--- config.mk ---
export PLATFORM = sky130hd
export DESIGN_NAME = tbl_walker
export DESIGN_NICKNAME = d
export VERILOG_FILES = /design/src/rtl/walk_pkg.sv /design/src/rtl/walk_entry_decode.sv /design/src/rtl/walk_fault_reg.sv /design/src/rtl/tbl_walker.sv
export SDC_FILE = /design/constraint.sdc
export NUM_CORES = 1
export LEC_CHECK = 0
export BUFFER_PORTS_ARGS = -buffer_cell sky130_fd_sc_hd__buf_4
export CORE_AREA = 2 2 123 125
export DETAILED_ROUTE_END_ITERATION = 6
export DIE_AREA = 0 0 125 127
export PLACE_DENSITY = 0.72
export SLEW_MARGIN = 30
export SYNTH_ARGS = -nofsm -noshare
export SYNTH_HDL_FRONTEND = slang
export SYNTH_SLANG_ARGS = --single-unit
export TNS_END_PERCENT = 50
--- constraint.sdc ---
create_clock -name clk -period 1.6 [get_ports clk]
set_input_delay 0 -clock clk [delete_from_list [all_inputs] [get_ports clk]]
set_output_delay 0 -clock clk [all_outputs]
set_load 0.005 [all_outputs]
--- src/rtl/walk_pkg.sv ---
package walk_pkg;
   typedef enum logic [2:0] {
      W_IDLE  = 3'd0,
      W_DIR   = 3'd1,
      W_PG    = 3'd2,
      W_DONE  = 3'd3,
      W_FAULT = 3'd4
   } walk_state_e;

   localparam int LVL_DIR  = 0;
   localparam int LVL_PG   = 1;
   localparam int N_LEVELS = 2;
endpackage

--- src/rtl/walk_entry_decode.sv ---
module walk_entry_decode #(
   parameter int ENTRY_W  = 32,
   parameter int PTR_LSB  = 10,
   parameter int ACI_LSB  = 4,
   parameter int ACI_W    = 4,
   parameter bit DIR_KIND = 1'b1
) (
   input  logic [ENTRY_W-1:0]         entry,
   output logic                       ok,
   output logic [ENTRY_W-PTR_LSB-1:0] ptr_hi,
   output logic [ACI_W-1:0]           aci
);
   if (PTR_LSB < 3 || PTR_LSB >= ENTRY_W) begin : g_bad_ptr
      $error("walk_entry_decode: PTR_LSB out of range");
   end
   if (!DIR_KIND && (ACI_LSB < 2 || ACI_LSB + ACI_W > PTR_LSB)) begin : g_bad_aci
      $error("walk_entry_decode: authority field overlaps other fields");
   end

   assign ptr_hi = entry[ENTRY_W-1:PTR_LSB];

   if (DIR_KIND) begin : g_dir
      logic unused_rsv;
      assign ok         = (entry[1:0] == 2'b01);
      assign aci        = '0;
      assign unused_rsv = ^entry[PTR_LSB-1:2];
   end else begin : g_pg
      logic unused_rsv;
      assign ok         = entry[1];
      assign aci        = entry[ACI_LSB +: ACI_W];
      assign unused_rsv = ^{entry[PTR_LSB-1:ACI_LSB+ACI_W], entry[ACI_LSB-1:2], entry[0]};
   end
endmodule

--- src/rtl/walk_fault_reg.sv ---
module walk_fault_reg #(
   parameter int VA_W = 32
) (
   input  logic            clk,
   input  logic            rst_n,
   input  logic            set_i,
   input  logic            clr_i,
   input  logic [VA_W-1:0] addr_i,
   output logic            flag_o,
   output logic [VA_W-1:0] addr_o
);
   always_ff @(posedge clk or negedge rst_n) begin
      if (!rst_n) begin
         flag_o <= 1'b0;
         addr_o <= '0;
      end else begin
         if (set_i) begin
            flag_o <= 1'b1;
            addr_o <= addr_i;
         end else if (clr_i) begin
            flag_o <= 1'b0;
         end
      end
   end

   // the captured address moves only when this level records a fault
   p_addr_hold_r12: assert property (@(posedge clk) disable iff (!rst_n)
      !set_i |=> $stable(addr_o));
   // a clear without a simultaneous fault leaves the flag low
   p_clear_r11: assert property (@(posedge clk) disable iff (!rst_n)
      clr_i && !set_i |=> !flag_o);
endmodule

--- src/rtl/tbl_walker.sv ---
module tbl_walker
   import walk_pkg::*;
#(
   parameter int VA_W     = 32,
   parameter int DIR_W    = 12,
   parameter int PT_W     = 8,
   parameter int OFF_W    = 12,
   parameter int PT_ALIGN = 10,
   parameter int ACI_LSB  = 4,
   parameter int ACI_W    = 4
) (
   input  logic             clk,
   input  logic             rst_n,
   input  logic [VA_W-1:0]  dir_base,
   input  logic             req_valid,
   output logic             req_ready,
   input  logic [VA_W-1:0]  req_iova,
   output logic             rsp_valid,
   output logic             rsp_err,
   output logic [VA_W-1:0]  rsp_pa,
   output logic [ACI_W-1:0] rsp_aci,
   output logic             mem_req,
   output logic [VA_W-1:0]  mem_addr,
   input  logic             mem_ack,
   input  logic [VA_W-1:0]  mem_rdata,
   input  logic [1:0]       fault_clr,
   output logic             flt_dir,
   output logic             flt_pg,
   output logic [VA_W-1:0]  flt_dir_addr,
   output logic [VA_W-1:0]  flt_pg_addr
);
   localparam int ENT_B        = 2;
   localparam int DIR_LSB      = VA_W - DIR_W;
   localparam int PT_LSB       = OFF_W;
   localparam int DIR_BASE_LSB = DIR_W + ENT_B;
   localparam int PT_HI_W      = VA_W - PT_ALIGN;
   localparam int PG_HI_W      = VA_W - OFF_W;

   if (DIR_W + PT_W + OFF_W != VA_W) begin : g_bad_split
      $error("tbl_walker: address split does not cover the address");
   end
   if (PT_ALIGN != PT_W + ENT_B) begin : g_bad_align
      $error("tbl_walker: page-table alignment must equal table size");
   end

   walk_state_e          st_q;
   logic [VA_W-1:0]      va_q;
   logic [PT_HI_W-1:0]   pt_hi_q;
   logic [PG_HI_W-1:0]   pg_hi_q;
   logic [ACI_W-1:0]     aci_q;

   logic                 dir_ok, pg_ok;
   logic [PT_HI_W-1:0]   dir_ptr;
   logic [PG_HI_W-1:0]   pg_ptr;
   logic [ACI_W-1:0]     dir_aci_unused, pg_aci;
   logic [VA_W-1:0]      dir_ea, pg_ea;
   logic                 unused_base;

   walk_entry_decode #(
      .ENTRY_W(VA_W), .PTR_LSB(PT_ALIGN), .ACI_LSB(ACI_LSB), .ACI_W(ACI_W), .DIR_KIND(1'b1)
   ) u_dir_dec (
      .entry(mem_rdata), .ok(dir_ok), .ptr_hi(dir_ptr), .aci(dir_aci_unused)
   );

   walk_entry_decode #(
      .ENTRY_W(VA_W), .PTR_LSB(OFF_W), .ACI_LSB(ACI_LSB), .ACI_W(ACI_W), .DIR_KIND(1'b0)
   ) u_pg_dec (
      .entry(mem_rdata), .ok(pg_ok), .ptr_hi(pg_ptr), .aci(pg_aci)
   );

   assign unused_base = ^dir_base[DIR_BASE_LSB-1:0];
   assign dir_ea = {dir_base[VA_W-1:DIR_BASE_LSB], va_q[VA_W-1:DIR_LSB], {ENT_B{1'b0}}};
   assign pg_ea  = {pt_hi_q, va_q[DIR_LSB-1:PT_LSB], {ENT_B{1'b0}}};

   always_ff @(posedge clk or negedge rst_n) begin
      if (!rst_n) begin
         st_q    <= W_IDLE;
         va_q    <= '0;
         pt_hi_q <= '0;
         pg_hi_q <= '0;
         aci_q   <= '0;
      end else begin
         case (st_q)
            W_IDLE: if (req_valid) begin
               va_q <= req_iova;
               st_q <= W_DIR;
            end
            W_DIR: if (mem_ack) begin
               if (dir_ok) begin
                  pt_hi_q <= dir_ptr;
                  st_q    <= W_PG;
               end else begin
                  st_q    <= W_FAULT;
               end
            end
            W_PG: if (mem_ack) begin
               if (pg_ok) begin
                  pg_hi_q <= pg_ptr;
                  aci_q   <= pg_aci;
                  st_q    <= W_DONE;
               end else begin
                  st_q    <= W_FAULT;
               end
            end
            default: st_q <= W_IDLE;
         endcase
      end
   end

   assign req_ready = (st_q == W_IDLE);
   assign mem_req   = (st_q == W_DIR) || (st_q == W_PG);
   assign mem_addr  = (st_q == W_PG) ? pg_ea : dir_ea;
   assign rsp_valid = (st_q == W_DONE) || (st_q == W_FAULT);
   assign rsp_err   = (st_q == W_FAULT);
   assign rsp_pa    = (st_q == W_DONE) ? {pg_hi_q, va_q[OFF_W-1:0]} : '0;
   assign rsp_aci   = (st_q == W_DONE) ? aci_q : '0;

   logic [N_LEVELS-1:0] flt_set, flt_flag;
   logic [VA_W-1:0]     flt_addr [N_LEVELS];

   assign flt_set[LVL_DIR] = (st_q == W_DIR) && mem_ack && !dir_ok;
   assign flt_set[LVL_PG]  = (st_q == W_PG)  && mem_ack && !pg_ok;

   for (genvar g = 0; g < N_LEVELS; g++) begin : g_flt
      walk_fault_reg #(.VA_W(VA_W)) u_reg (
         .clk(clk), .rst_n(rst_n),
         .set_i(flt_set[g]), .clr_i(fault_clr[g]), .addr_i(va_q),
         .flag_o(flt_flag[g]), .addr_o(flt_addr[g])
      );
   end

   assign flt_dir      = flt_flag[LVL_DIR];
   assign flt_pg       = flt_flag[LVL_PG];
   assign flt_dir_addr = flt_addr[LVL_DIR];
   assign flt_pg_addr  = flt_addr[LVL_PG];

   // a pending read keeps its request and address until acknowledged
   p_req_hold_r9: assert property (@(posedge clk) disable iff (!rst_n)
      mem_req && !mem_ack |=> mem_req && $stable(mem_addr));
   // entry reads are word aligned
   p_word_addr_r2: assert property (@(posedge clk) disable iff (!rst_n)
      mem_req |-> mem_addr[ENT_B-1:0] == '0);
   // a response lasts one cycle and is followed by an idle walker
   p_one_rsp_r10: assert property (@(posedge clk) disable iff (!rst_n)
      rsp_valid |=> !rsp_valid && req_ready);
   // accepting a request drops ready on the next cycle
   p_accept_r10: assert property (@(posedge clk) disable iff (!rst_n)
      req_ready && req_valid |=> !req_ready && mem_req);
   // an error response carries no translation
   p_err_zero_r7: assert property (@(posedge clk) disable iff (!rst_n)
      rsp_valid && rsp_err |-> rsp_pa == '0 && rsp_aci == '0);
   // the directory flag rises only together with an error response
   p_dir_flag_r7: assert property (@(posedge clk) disable iff (!rst_n)
      $rose(flt_dir) |-> rsp_valid && rsp_err);
   // the page flag rises only together with an error response
   p_pg_flag_r8: assert property (@(posedge clk) disable iff (!rst_n)
      $rose(flt_pg) |-> rsp_valid && rsp_err);
endmodule

==> flow_metrics.py, run 1 <==
metrics = {
    "outcome": {
        "status": "finished, violations left",
        "violations": "setup timing",
    },
    "worst_setup_path": {
        "crit_start": "st_q[2]",
        "crit_path_start_kind": "flop",
        "rrSetupSlack_ns": -0.15,
        "crit_arrival_ns": 1.83,
        "reg2reg_to": "g_flt[1].u_reg.addr_o[23]",
        "crit_type": "reg -> out",
        "cp-end-kind": "primary output",
        "r2r_start": "st_q[2]",
        "crit_required_ns": 1.60,
        "crit_fanout": 5,
        "r2r_cells": 6,
    },
    "die": {
        "die_w_um": 125,
        "core_um2": 14400,
        "placementRows": 44,
        "io_pins": 240,
        "start_util": 0.432,
        "die_area_um2": 15900,
        "dieHeight_um": 127,
    },
    "timing": {
        "hold_slack_ns": 0.0155,
        "rsz0062_at_grt": "true",
        "slew_violations": 0,
        "fin_ws_ns": -0.232,
        "min_period_ns": 1.83,
        "setup_viol": 210,
        "hold_viol_final": 0,
        "finClkSkew_ns": 0.00870,
        "min_period_over_period": 1.14,
        "fmax_mhz": 546,
        "final.setup.tns_ns": -23.00,
    },
    "cts": {
        "cts.path.max_buffers": 2,
        "cts_sinks": 147,
        "cts_inserted_buffers": 17,
        "cts_max_level": 4,
        "path_clk_slew_ns": 0.06,
        "cts_tree": "done",
        "root_buffer": "clkbuf_16",
        "clk_latency_ns": 0.42,
    },
    "grt": {
        "grtUsageTotal": 0.220,
        "grt_remaining_overflow": 0,
        "grt_pass1_wl_um": 27100,
        "grt_max_degree": 56,
        "first_global_vias": 5071,
        "antenna_found_initial": 0,
    },
    "pwr": {
        "p_leak_uw": 0.00503,
        "finalPower_uw": 17000,
        "ir_drop_mv": 0.786,
        "cellPowerDensity_nw_per_um2": 1650,
    },
    "min_path": {
        "min_from": "mem_rdata[0]",
        "hp-class": "in -> reg",
        "min_delay_worst_endpoint": "st_q[2]",
        "whs_path_depth": 4,
    },
    "final_layout": {
        "area_delta_synth_final_pct": 65.1,
        "n_antenna_cell": 0,
        "multiInputGateArea_um2": 2690,
        "fill_cells": 934,
        "seqCellArea_um2": 3680,
        "instances_no_fill": 924,
        "drive_gt1_frac": 0.630,
        "fin_nets": 830,
    },
    "placed_design": {
        "port_buffers": 219,
        "gp_congestion": 0.756,
        "placed_cells": 815,
        "dp_hpwl_um": 10700,
    },
    "yosys": {
        "ys_top_cells_by_area": "dfrtp_1 (59%), mux2_2 (22%), mux2_1 (9.0%)",
        "syn_inst": 415,
        "syn_area_per_cell_um2": 15.0,
        "synth_seq_cells": 147,
        "syn_area_um2": 6230,
        "synth_warnings": 0,
        "yosys.area.top_type": "dfrtp_1",
        "ys_seq_area_frac": 0.590,
        "synth_cell_types": 28,
        "synth_top_area_frac": 0.590,
    },
    "drt": {
        "drt_wl_total_um": 18300,
        "drtPass1Iterations": 4,
        "drtIter0Drc": 206,
        "vias": 4659,
        "routedWlPerCell_um": 19.8,
        "vias_per_cell": 5.04,
        "ant_nets": 0,
        "drc_errors": 0,
    },
    "flow_run": {
        "maxCapViolations": 0,
    },
}
worst max path at each step:
stage,to,cells past startpoint,slack [ns]
2_1_floorplan,g_flt[1].u_reg.addr_o[10],4,0.01
5_1_grt,mem_addr[18],6,-0.28
3_3_place_gp,g_flt[1].u_reg.addr_o[31],4,0.008
3_5_place_dp,va_q[23],5,-0.03
4_1_cts,mem_addr[9],6,-0.23
6_report,mem_addr[22],6,-0.23
synthesized netlist by cell type, drive strengths merged:
cell     number
buf          22
or2           1
a21oi         2
and2b         2
and2         37
dfrtp       147
nand2b        3
clkbuf        3
o21ai         2
nor2          3
conb          1
mux2        172
nor2b         3
a2bb2oi       1
a311oi        1
nand3         4
a21o          1
nor3b         1
nand2         1
nor3          3
o21a          1
inv           4
cell type report:
cell class | count | share of cell area
multi-input cells | 240 | 0.261
inverters | 4 | 0.00146
flip-flops and latches | 147 | 0.358
clock buffers | 23 | 0.0484
well taps | 184 | 0.0224
repair buffers | 318 | 0.292
clock inverters | 8 | 0.0167
metal layers:
metal	routed length, µm	GRT usage
met5	0	0
met4	490	0.0902
met3	1100	0.0716
met2	9150	0.373
met1	7530	0.261
cells by family after synthesis:
kind of cell           share of synthesized area
other                                   0.000602
muxes                                      0.311
buffers and inverters                     0.0289
and+or+nand+nor                           0.0612
DFF                                        0.590
AOI/OAI and AO/OA                        0.00843
sequential cells by signal, summed over array words and instances, names as in the netlist:
signal and count:
aci_q 4, g_flt.u_reg.flag_o 2, pg_hi_q 20, g_flt.u_reg.addr_o 64, va_q 32, pt_hi_q 22, st_q 3
metrics by stage:
| step | util | area, µm² | setup slack, ns |
|---|---|---|---|
| floorplan | - | 6240 | 0.0125 |
| global placement | 0.573 | 8270 | 0.00833 |
| detailed placement | 0.573 | 8270 | -0.0265 |
| CTS | 0.694 | 10000 | -0.225 |
| global route | 0.713 | 10300 | -0.277 |
| finish | 0.713 | 10300 | -0.232 |
where the power goes:
part / switching [µW] / internal (µW)
registers: 1170 / 5390
logic: 1980 / 4020
clock network: 1490 / 2970
total: 4650 / 12400
cells in the final DEF, fill, tap and decap left out, drive strengths merged, types with 2 or more instances in the layout:
cell type / synthesis / routed
a21oi: 2 / 2
and2: 37 / 37
and2b: 2 / 2
buf: 22 / 253
bufinv: 0 / 5
clkbuf: 3 / 25
clkinv: 0 / 2
conb: 1 / 2
dfrtp: 147 / 147
dlygate4sd3: 0 / 63
inv: 4 / 4
mux2: 172 / 172
nand2b: 3 / 3
nand3: 4 / 4
nor2: 3 / 3
nor2b: 3 / 3
nor3: 3 / 3
o21ai: 2 / 2
worst max-delay path, cell delays in order (launching register included):
cell	delay (ns)
dfrtp_2	0.41
buf_6	0.13
nor2_4	0.15
buf_6	0.15
buf_8	0.14
mux2_4	0.31
buf_6	0.12
repair_timing:
action | CTS | global route
gates cloned | 4 | 3
hold buffers | 63 | 0
pin swaps | 1 | 5
hold endpoints to repair | 230 | 0
setup buffers | 6 | 2
gates resized for setup | 79 | 59
setup endpoints to repair | 129 | 191
(Power assumes the default switching activity.)
==> run 2: changes to the inputs <==
--- a/config.mk
+++ b/config.mk
@@ -10,6 +10,7 @@
 export DETAILED_ROUTE_END_ITERATION = 6
 export DIE_AREA = 0 0 125 127
 export PLACE_DENSITY = 0.72
+export RECOVER_POWER = 50
 export SLEW_MARGIN = 30
 export SYNTH_ARGS = -nofsm -noshare
 export SYNTH_HDL_FRONTEND = slang
==> run 2 against run 1 <==
Net effect:
- the flow still finishes with violations (setup timing)
- first-iteration DRC count up 6.8%
- die area unchanged
- via count up 0.56%
- hold slack better by 0.00056 ns
- sequential cell count unchanged
- cell count unchanged
- highest routed layer unchanged
==> flow_metrics.py, run 2 (synthesized netlist as in run 1, its figures left out) <==
metrics = {
    "cts": {
        "cts.path.max_buffers": 2,
        "cts_sinks": 147,
        "root_buffer": "clkbuf_16",
        "cts_tree": "done",
        "clk_latency_ns": 0.42,
        "cts_inserted_buffers": 17,
        "cts_max_level": 4,
        "path_clk_slew_ns": 0.06,
    },
    "min_path": {
        "min_from": "mem_rdata[0]",
        "hp-class": "in -> reg",
        "whs_path_depth": 4,
        "min_delay_worst_endpoint": "st_q[2]",
    },
    "worst_setup_path": {
        "path_cells": "buf_6 -> nor2_4 -> buf_6 -> buf_8 -> mux2_4 -> buf_6",
        "cp-end-kind": "primary output",
        "rrSetupSlack_ns": -0.15,
        "crit_path_start_kind": "flop",
        "reg2reg_to": "g_flt[1].u_reg.addr_o[23]",
        "crit_fanout": 5,
        "r2r_cells": 6,
        "r2r_start": "st_q[2]",
        "crit_top_cell": "buf_6",
        "cp_slowest_cell": "dfrtp_2",
        "crit_type": "reg -> out",
        "crit_required_ns": 1.60,
        "crit_arrival_ns": 1.83,
        "max_stage_delay_ns": 0.41,
    },
    "pwr": {
        "ir_drop_mv": 0.789,
        "p_leak_uw": 0.00502,
        "cellPowerDensity_nw_per_um2": 1660,
    },
    "final_layout": {
        "mostFrequentLayoutCell": "buf_4",
        "reg_top3": "g_flt.u_reg.addr_o (64), va_q (32), pt_hi_q (22)",
        "largest_register_ff_count": 64,
        "fill_cells": 940,
        "drive_gt1_frac": 0.630,
        "post-route-util": 0.712,
        "fin_nets": 830,
        "n_antenna_cell": 0,
        "layout_common_cells": "buf_4 (187), dfrtp_1 (145), mux2_2 (89)",
        "area_delta_synth_final_pct": 64.8,
        "largest_register": "g_flt.u_reg.addr_o",
    },
    "drt": {
        "met1Wirelength_um": 7440,
        "wl_met2_um": 9250,
        "drtIter0Drc": 220,
        "drc_errors": 0,
        "ant_nets": 0,
        "vias": 4685,
        "routedWlPerCell_um": 19.8,
        "top_signal_layer_used": "met4",
        "wl_met3_um": 1110,
        "drt_wl_total_um": 18300,
        "vias_per_cell": 5.07,
        "drtPass1Iterations": 5,
    },
    "timing": {
        "fin_ws_ns": -0.229,
        "final.setup.tns_ns": -22.96,
        "min_period_ns": 1.83,
        "hold_slack_ns": 0.0161,
        "rsz0062_at_grt": "true",
        "fmax_mhz": 547,
        "max_slew.worst_pin.slew_ns": 1.12,
        "setup_viol": 210,
        "slew_headroom": 0.255,
        "finClkSkew_ns": 0.00880,
        "slew_violations": 0,
        "hold_viol_final": 0,
        "min_period_over_period": 1.14,
    },
    "die": {
        "placementRows": 44,
        "io_pins": 240,
        "core_um2": 14400,
        "dieHeight_um": 127,
        "die_area_um2": 15900,
        "start_util": 0.432,
        "die_w_um": 125,
    },
    "grt": {
        "grtUsageTotal": 0.220,
        "grt_max_degree": 56,
        "grt_pass1_wl_um": 27100,
        "antenna_found_initial": 0,
        "first_global_vias": 5071,
        "grt_remaining_overflow": 0,
    },
    "flow_run": {
        "maxCapViolations": 0,
    },
    "placed_design": {
        "gp_congestion": 0.756,
        "port_buffers": 219,
        "dp_hpwl_um": 10700,
    },
    "outcome": {
        "status": "finished, violations left",
        "violations": "setup timing",
    },
}
[run 2: critical path: cells and delay by family (launching register included)]
kind | cells | cell delay [ns]
flops | 1 | 0.41
simple gates | 1 | 0.15
mux | 1 | 0.31
buf+inv | 4 | 0.53
[run 2: worst max-delay path by stage]
| stage | from | endpoint | depth (start not counted) |
|---|---|---|---|
| 3_5_place_dp | st_q[0] | va_q[23] | 5 |
| 4_1_cts | st_q[0] | mem_addr[9] | 6 |
| 2_1_floorplan | st_q[0] | g_flt[1].u_reg.addr_o[10] | 4 |
| 3_3_place_gp | st_q[0] | g_flt[1].u_reg.addr_o[31] | 4 |
| 6_report | st_q[2] | mem_addr[22] | 6 |
| 5_1_grt | st_q[2] | mem_addr[18] | 6 |
[run 2: layout make-up]
class | count | area, µm² | share of cell area
Clock buffer | 23 | 498 | 0.0485
Clock inverter | 8 | 171 | 0.0167
Inverter | 4 | 15.0 | 0.00146
Multi-Input combinational cell | 240 | 2690 | 0.262
Sequential cell | 147 | 3680 | 0.358
Tap cell | 184 | 230 | 0.0224
Timing Repair Buffer | 318 | 2990 | 0.291
[run 2: what timing repair did]
action	in CTS	in global routing
endpoints found under the setup margin	129	191
endpoints found under the hold margin	230	0
cloned	4	3
buffers inserted	6	2
gates resized for setup	79	59
pin swaps	1	5
hold buffers	63	0
[run 2: per-stage QoR]
step,total power (µW),area (µm²),setup WS (ns),instances
2_1_floorplan,8560,6240,0.0125,416
3_5_place_dp,11400,8270,-0.0265,815
6_report,17000,10300,-0.229,924
4_1_cts,16700,10000,-0.225,919
3_3_place_gp,11100,8270,0.00833,815
5_1_grt,17900,10300,-0.277,924
[run 2: where the power goes]
part	switching (µW)	internal, µW	total (µW)
sequential	1170	5390	6560
combinational	1980	4010	5990
clock	1500	2970	4470
[run 2: metal layers]
layer | vias to the layer above | global-route usage
li1 | 2078 | -
met3 | 38 | 0.0716
met4 | 0 | 0.0902
met5 | - | 0
met2 | 185 | 0.373
met1 | 2384 | 0.261
